### src/rtl/lvd_pkg.sv
package lvd_pkg;

   // Synchronized comparator pair
   typedef struct packed {
      logic below;   // supply under falling trip level
      logic above;   // supply over rising trip level
   } lvd_cmp_t;

   localparam int unsigned LVD_CMP_W = $bits(lvd_cmp_t);

endpackage

### src/rtl/lvd_sync.sv
module lvd_sync #(
   parameter int unsigned STAGES = 2,
   parameter int unsigned W      = 2
) (
   input  logic         clk,
   input  logic         rst_n,
   input  logic [W-1:0] d,
   output logic [W-1:0] q
);

   if (STAGES < 2) begin : g_bad_stages
      $error("lvd_sync: STAGES must be at least 2");
   end
   if (W < 1) begin : g_bad_width
      $error("lvd_sync: W must be at least 1");
   end

   logic [W-1:0] pipe [STAGES];

   always_ff @(posedge clk) begin
      if (!rst_n) begin
         for (int i = 0; i < int'(STAGES); i++) pipe[i] <= '0;
      end else begin
         pipe[0] <= d;
         for (int i = 1; i < int'(STAGES); i++) pipe[i] <= pipe[i-1];
      end
   end

   assign q = pipe[STAGES-1];

endmodule

### src/rtl/lvd_qual.sv
module lvd_qual #(
   parameter int unsigned DIV_LOG2  = 3,
   parameter int unsigned SET_TICKS = 4
) (
   input  logic clk,
   input  logic rst_n,
   input  logic below_s,
   input  logic above_s,
   input  logic active,
   output logic flag
);

   localparam int unsigned CNT_W   = $clog2(SET_TICKS + 1);
   localparam logic [CNT_W-1:0] CNT_LAST = CNT_W'(SET_TICKS - 1);
   localparam logic [CNT_W-1:0] CNT_SAT  = CNT_W'(SET_TICKS);

   if (SET_TICKS < 1) begin : g_bad_ticks
      $error("lvd_qual: SET_TICKS must be at least 1");
   end
   if (DIV_LOG2 > 8) begin : g_bad_div
      $error("lvd_qual: DIV_LOG2 above 8 is not supported");
   end

   logic             tick;
   logic [CNT_W-1:0] cnt_q;
   logic             flag_q;

   // Sample tick: divider restarts whenever the low condition is absent
   if (DIV_LOG2 == 0) begin : g_no_div
      assign tick = 1'b1;
   end else begin : g_div
      logic [DIV_LOG2-1:0] div_q;
      always_ff @(posedge clk) begin
         if (!rst_n)                div_q <= '0;
         else if (!active || !below_s) div_q <= '0;
         else                       div_q <= div_q + 1'b1;
      end
      assign tick = &div_q;
   end

   // Consecutive low-sample counter, saturating
   always_ff @(posedge clk) begin
      if (!rst_n) begin
         cnt_q <= '0;
      end else if (!active || !below_s) begin
         cnt_q <= '0;
      end else if (tick && (cnt_q != CNT_SAT)) begin
         cnt_q <= cnt_q + 1'b1;
      end
   end

   // Flag: clear at once above rising level, set on qualifying sample, else hold
   always_ff @(posedge clk) begin
      if (!rst_n) begin
         flag_q <= 1'b0;
      end else if (active) begin
         if (above_s)
            flag_q <= 1'b0;
         else if (below_s && tick && (cnt_q >= CNT_LAST))
            flag_q <= 1'b1;
      end
   end

   assign flag = flag_q;

   assert_clear_above_R5: assert property (@(posedge clk) disable iff (!rst_n)
      (active && above_s) |=> !flag_q);

   assert_frozen_in_wait_R7: assert property (@(posedge clk) disable iff (!rst_n)
      !active |=> $stable(flag_q));

   assert_set_needs_low_R3: assert property (@(posedge clk) disable iff (!rst_n)
      $rose(flag_q) |-> ($past(below_s) && $past(active)));

   assert_hold_between_R6: assert property (@(posedge clk) disable iff (!rst_n)
      (!below_s && !above_s) |=> $stable(flag_q));

   assert_count_bound_R4: assert property (@(posedge clk) disable iff (!rst_n)
      cnt_q <= CNT_SAT);

endmodule

### src/rtl/lvd_regif.sv
module lvd_regif #(
   parameter int unsigned ADDR_W   = 8,
   parameter int unsigned DATA_W   = 8,
   parameter int unsigned REG_ADDR = 15,
   parameter int unsigned FLAG_BIT = 7
) (
   input  logic              clk,
   input  logic              rst_n,
   input  logic [ADDR_W-1:0] addr,
   input  logic              flag,
   output logic [DATA_W-1:0] rdata
);

   localparam logic [ADDR_W-1:0] SEL = ADDR_W'(REG_ADDR);

   if (FLAG_BIT >= DATA_W) begin : g_bad_bit
      $error("lvd_regif: FLAG_BIT must lie inside DATA_W");
   end
   if (REG_ADDR >= (1 << ADDR_W)) begin : g_bad_addr
      $error("lvd_regif: REG_ADDR does not fit ADDR_W");
   end

   logic hit;
   assign hit = (addr == SEL);

   for (genvar b = 0; b < int'(DATA_W); b++) begin : g_bit
      if (b == int'(FLAG_BIT)) begin : g_flag
         assign rdata[b] = hit & flag;
      end else begin : g_zero
         assign rdata[b] = 1'b0;
      end
   end

   assert_other_bits_zero_R1: assert property (@(posedge clk) disable iff (!rst_n)
      (rdata & ~(DATA_W'(1) << FLAG_BIT)) == '0);

   assert_unselected_zero_R1: assert property (@(posedge clk) disable iff (!rst_n)
      (addr != SEL) |-> (rdata == '0));

endmodule

### src/rtl/lvd_status.sv
module lvd_status #(
   parameter int unsigned SYNC_STAGES = 2,
   parameter int unsigned DIV_LOG2    = 3,
   parameter int unsigned SET_TICKS   = 4,
   parameter int unsigned ADDR_W      = 8,
   parameter int unsigned DATA_W      = 8,
   parameter int unsigned REG_ADDR    = 15,
   parameter int unsigned FLAG_BIT    = 7
) (
   input  logic              clk,
   input  logic              rst_n,
   input  logic              vdd_below_fall,
   input  logic              vdd_above_rise,
   input  logic              wait_mode,
   input  logic              opt_lvd_pwr,
   input  logic              opt_lvd_rst,
   input  logic [ADDR_W-1:0] bus_addr,
   output logic [DATA_W-1:0] bus_rdata,
   output logic              lvd_rst_req
);
   import lvd_pkg::*;

   lvd_cmp_t cmp_raw, cmp_s;
   logic     active;
   logic     flag;

   assign cmp_raw.below = vdd_below_fall;
   assign cmp_raw.above = vdd_above_rise;

   lvd_sync #(.STAGES(SYNC_STAGES), .W(LVD_CMP_W)) u_sync (
      .clk   (clk),
      .rst_n (rst_n),
      .d     (cmp_raw),
      .q     (cmp_s)
   );

   assign active = !wait_mode || opt_lvd_pwr;

   lvd_qual #(.DIV_LOG2(DIV_LOG2), .SET_TICKS(SET_TICKS)) u_qual (
      .clk     (clk),
      .rst_n   (rst_n),
      .below_s (cmp_s.below),
      .above_s (cmp_s.above),
      .active  (active),
      .flag    (flag)
   );

   lvd_regif #(
      .ADDR_W   (ADDR_W),
      .DATA_W   (DATA_W),
      .REG_ADDR (REG_ADDR),
      .FLAG_BIT (FLAG_BIT)
   ) u_regif (
      .clk   (clk),
      .rst_n (rst_n),
      .addr  (bus_addr),
      .flag  (flag),
      .rdata (bus_rdata)
   );

   assign lvd_rst_req = flag & opt_lvd_rst;

   assert_req_needs_enable_R9: assert property (@(posedge clk) disable iff (!rst_n)
      lvd_rst_req |-> (opt_lvd_rst && (bus_addr != ADDR_W'(REG_ADDR) || bus_rdata[FLAG_BIT])));

   assert_reset_clears_R2: assert property (@(posedge clk)
      !rst_n |=> !lvd_rst_req);

endmodule

### config.mk
export PLATFORM = sky130hd
export DESIGN_NAME = lvd_status
export DESIGN_NICKNAME = d
export VERILOG_FILES = /design/src/rtl/lvd_pkg.sv /design/src/rtl/lvd_sync.sv /design/src/rtl/lvd_qual.sv /design/src/rtl/lvd_regif.sv /design/src/rtl/lvd_status.sv
export SDC_FILE = /design/constraint.sdc
export NUM_CORES = 1
export LEC_CHECK = 0
export ABC_AREA = 0
export ABC_CLOCK_PERIOD_IN_PS = 3700
export BUFFER_PORTS_ARGS = -buffer_cell sky130_fd_sc_hd__buf_2
export CAP_MARGIN = 10
export CELL_PAD_IN_SITES_DETAIL_PLACEMENT = 0
export CELL_PAD_IN_SITES_GLOBAL_PLACEMENT = 1
export CORE_UTILIZATION = 34
export DETAILED_ROUTE_END_ITERATION = 8
export PLACE_DENSITY = 0.78
export SYNTH_ARGS = -nofsm -noshare
export SYNTH_HDL_FRONTEND = slang
export SYNTH_HIERARCHICAL = 1
export SYNTH_SLANG_ARGS = --single-unit
### constraint.sdc
create_clock -name clk -period 3.7 [get_ports clk]
set_clock_uncertainty 0.15 [all_clocks]
set_input_delay 0 -clock clk [delete_from_list [all_inputs] [get_ports clk]]
set_output_delay 0 -clock clk [all_outputs]
set_load 0.1 [all_outputs]
-- Yosys cells after proc, flatten, opt, wreduce, memory -nomap -nowiden
Memories as Yosys holds them, arrays and structs flattened.
Cells that the tools add are included.
- flip-flop bits (word level): 7
- memory bits (writable): 4
- input port bits: 15
- word-level logic and storage cells: 32
- memories: 1
- add/subtract/negate cells: 2
- $lt $le $gt $ge: 1
- eq/ne operators: 2
- muxes and demuxes: 6
- bitwise operators: 5
- reduce and logical (&&, ||, !) cells: 12
- memory list (name ; depth ; bits a word ; rd ports ; clocked after Yosys merged registers in ; wr ports ; RTL line ; source):
    u_sync.pipe ; 2 ; 2 ; 2 ; 0 ; 2 ; lvd_sync.sv:18 ; logic [W-1:0] pipe [STAGES];
- operators with widths (cell ; number):
    $eq A8 B4 Y1 const B ; 1
    $add A3 B1 Y3 const B ; 2
    $mux W1 ; 4
    $mux W2 ; 2
    $ge A3 B2 Y1 const B ; 1
    $logic_and A1 B1 Y1 ; 3
    $logic_not A1 Y1 ; 3
    $ne A3 B3 Y1 const B ; 1
    $reduce_and A3 Y1 ; 1
    $and A1 B1 Y1 ; 2
    $logic_or A1 B1 Y1 ; 2
    $or A1 B1 Y1 ; 2
    $reduce_and A2 Y1 ; 1
    $reduce_bool A2 Y1 ; 1
    $reduce_or A2 Y1 ; 1
    $not A1 Y1 ; 1

-- Depth between registers and ports, before layout
- depth in word-level cells: 5
- depth in mapped cells: 5
- mapped depth without buffers: 5

-- Hierarchy
The synthesis kept the hierarchy.
- modules (own cells, without submodules) (module ; times used ; cells each ; area an instance (um^2) ; sequential area each (um^2)):
    lvd_qual ; 1 ; 35 ; 324.1 ; 140.1
    lvd_sync ; 1 ; 10 ; 120.1 ; 80.1
    lvd_regif ; 1 ; 11 ; 85.1 ; 0.0
    lvd_status ; 1 ; 2 ; 12.5 ; 0.0

-- Worst setup path after synthesis
No wires, ideal clock.
- path type: reg2out
- start point: reg u_qual.flag_q (netlist: u_qual/flag)
- end point: out bus_rdata[7]
- data arrival time: 2.130 ns
- required time: 3.550 ns
- setup slack: 1.420 ns
- cell stages (with the launch flop): 3
- buffers on the path: 0
- path through: dfxtp_1 > nand4b_1 > nor4_2
- longest elaborated chain between the ends: 1
- RTL lines (item ; RTL line ; source):
    start: declaration ; lvd_qual.sv:26 ; logic flag_q;
    start signal: assignment ; lvd_qual.sv:55 ; flag_q <= 1'b0;
    start signal: assignment ; lvd_qual.sv:58 ; flag_q <= 1'b0;
    start signal: assignment ; lvd_qual.sv:60 ; flag_q <= 1'b1;
    $and A1 B1 Y1 ; lvd_regif.sv:28 ; assign rdata[b] = hit & flag;
    end: declaration ; lvd_status.sv:18 ; output logic [DATA_W-1:0] bus_rdata,
Every way passes these cells.

-- Final worst setup path
Ends and elaborated chain as after synthesis.

==> reports/results.ini <==
[setup_path]
cpMaxStageDelayCell = buf_2
path_delay_family = buffers and inverters
cp-end-kind = primary output
critical_path_class = reg2out
critPathMaxFanout = 3
cp_cell_sequence = nand4b_1, nor4_2, buf_2
cp.required_ps = 3550
timing.critical_path.buf_inv = 1
cp-start-kind = register
cp.arrival_ps = 1390
max_stage_delay_ps = 460

[synth]
synth_area_per_cell_um2 = 9.341
syn_area_um2 = 541.8
yosysUniqueCellTypes = 20
yosys_warnings = 6
synth-seq-area-share_pct = 40.65
synth_cells = 58
ys_ff_latch = 11

[placement]
portBuffers = 16
place.gp.congestion = 0.6551
dp.cells = 87
place_hpwl_um = 634.1

[power]
ir_worst_vdd_mv = 0.1840
power_density_nw_per_um2 = 365.0
leakagePower_nw = 0.3147

[clock_tree]
cts.sinks = 11
postCtsHoldBufs = 5
cts_resized = 0
clockBufferDepth = 2
h-tree-depth = 1
clk_pin_slew_worst_paths_ps = 70
insertion_delay_ps = 260
cts_tree = yes
post_cts_buffers = 0
root_buffer = clkbuf_4
numCtsBuffers = 3

[detailed_routing]
viasPerCell = 4.188
wl_um = 822
drc_errors = 0
ant_nets = 0
vias = 402
drt_iter0_drc = 4
avgRoutedWirePerCell_um = 8.563
firstDrtPassIters = 2

[global_routing]
grt_pass1_wl_um = 1524
track_usage_pct = 11.32
grt_max_degree = 7
use_met3_pct = 2.609
antenna_found_initial = 0
grt_overflow = 0
gr-usage-met1_pct = 10.57
grtUsageMet2_pct = 22.19
grt_pass1_vias = 434
gr-max-usage-layer = met2

[floorplanning]
start_util_pct = 36.39
die-area_um2 = 1757
rows = 14
die_h_um = 41.92
coreArea_um2 = 1489
die_x_um = 41.92
ios = 24

[final_layout]
syn_to_final_growth_pct = 24.25
instances_no_fill = 96
drive_gt1_share_pct = 26.25
antenna_cells = 0
final_util_pct = 45.21
final_common_cell = buf_2
layout_common_cells = buf_2, dfxtp_1, conb_1, inv_1, nor2_1
final_nets = 101

[sta]
fmax_mhz = 649.1
report.final.setup_viol = 0
fin_tns_setup_ps = 0
timing.final.max_slew_violations = 0
fin_crit_sh_pct = 41.64
rsz0062_at_grt = false
fin_crit_ps = 1541
hold_viol_final = 0

[worst_hold_path]
hold_path.class = in2reg

[outcome]
status = complete, no violations

[run]
cap_violations = 0

[cell type report]
class                           count  area [um2]
Sequential cell                    11       220.2
Inverter                            6       22.52
Multi-Input combinational cell     38       254.0
Timing Repair Buffer               21       130.1
Tap cell                           16       20.02
Fill cell                         141       815.8
Clock buffer                        4       26.28
[metal layers]
metal  vias up  wire length [um]
met3         0                17
met1       181               342
met5         -                 0
met2         8               462
met4         0                 0
li1        213                 -
[stage by stage]
step                power (mW)  setup WS, ps  hold slack [ps]  instance area [um2]
CTS                     0.2489          2139            1.397                673.1
detailed placement      0.1663          2171            63.53                596.8
floorplan               0.1650          1420           -36.21                564.3
global placement        0.1659          2226            57.32                596.8
global route            0.2582          2070            67.77                673.1
finish                  0.2457          2159            2.211                673.1
[cell families after synthesis]
kind of cell    share of synthesized area, %
simple gates                           19.86
buf+inv                                16.63
flops                                  40.65
fa+ha+maj                              11.55
compound gates                         7.158
other cells                           0.6922
xor+xnor                               1.617
mux                                    1.848
[registers in the layout, indices dropped and copies added, names as in the netlist]
| register | flops |
|---|---|
| u_sync/pipe | 4 |
| u_qual/g_div.div_q | 3 |
| u_qual/cnt_q | 3 |
| u_qual/flag | 1 |
[synthesized netlist by cell type]
library cell | instances | area, um2
o21ai_1 | 1 | 5.000
nand2_1 | 2 | 7.510
mux2i_1 | 1 | 10.01
dfxtp_1 | 11 | 220.2
buf_4 | 9 | 67.56
nand2b_1 | 2 | 12.51
a41oi_1 | 1 | 8.760
inv_1 | 6 | 22.52
nor4_2 | 1 | 12.51
a211o_1 | 1 | 8.760
xnor2_1 | 1 | 8.760
nand4b_1 | 1 | 8.760
a21oi_1 | 1 | 5.000
a21boi_2 | 1 | 11.26
and2_1 | 5 | 31.28
nor2_1 | 6 | 22.52
nand3_1 | 1 | 5.000
conb_1 | 1 | 3.750
nand3b_1 | 1 | 7.510
ha_1 | 5 | 62.56
[worst min-delay path, delay by kind of cell]
family	cells	cell delay, ps
buffers and inverters	1	90
AND/OR/NAND/NOR	4	280
[worst paths after layout]
check / cells past startpoint / to / start / slack, ps
min reg2reg: 1 / u_qual/g_div.div_q[0] / u_qual/g_div.div_q[0] / 280
max reg2reg: 5 / u_qual/flag / u_qual/cnt_q[0] / 2170
max: 3 / bus_rdata[7] / u_qual/flag / 2160
min: 5 / u_qual/flag / wait_mode / 2
[report_power, final]
part / total (mW) / internal, mW / switching (mW)
clock network: 0.0779 / 0.0416 / 0.0363
registers: 0.121 / 0.121 / 0.000638
logic: 0.0466 / 0.0107 / 0.0359
total: 0.246 / 0.173 / 0.0728
(Power assumes the default switching activity.)
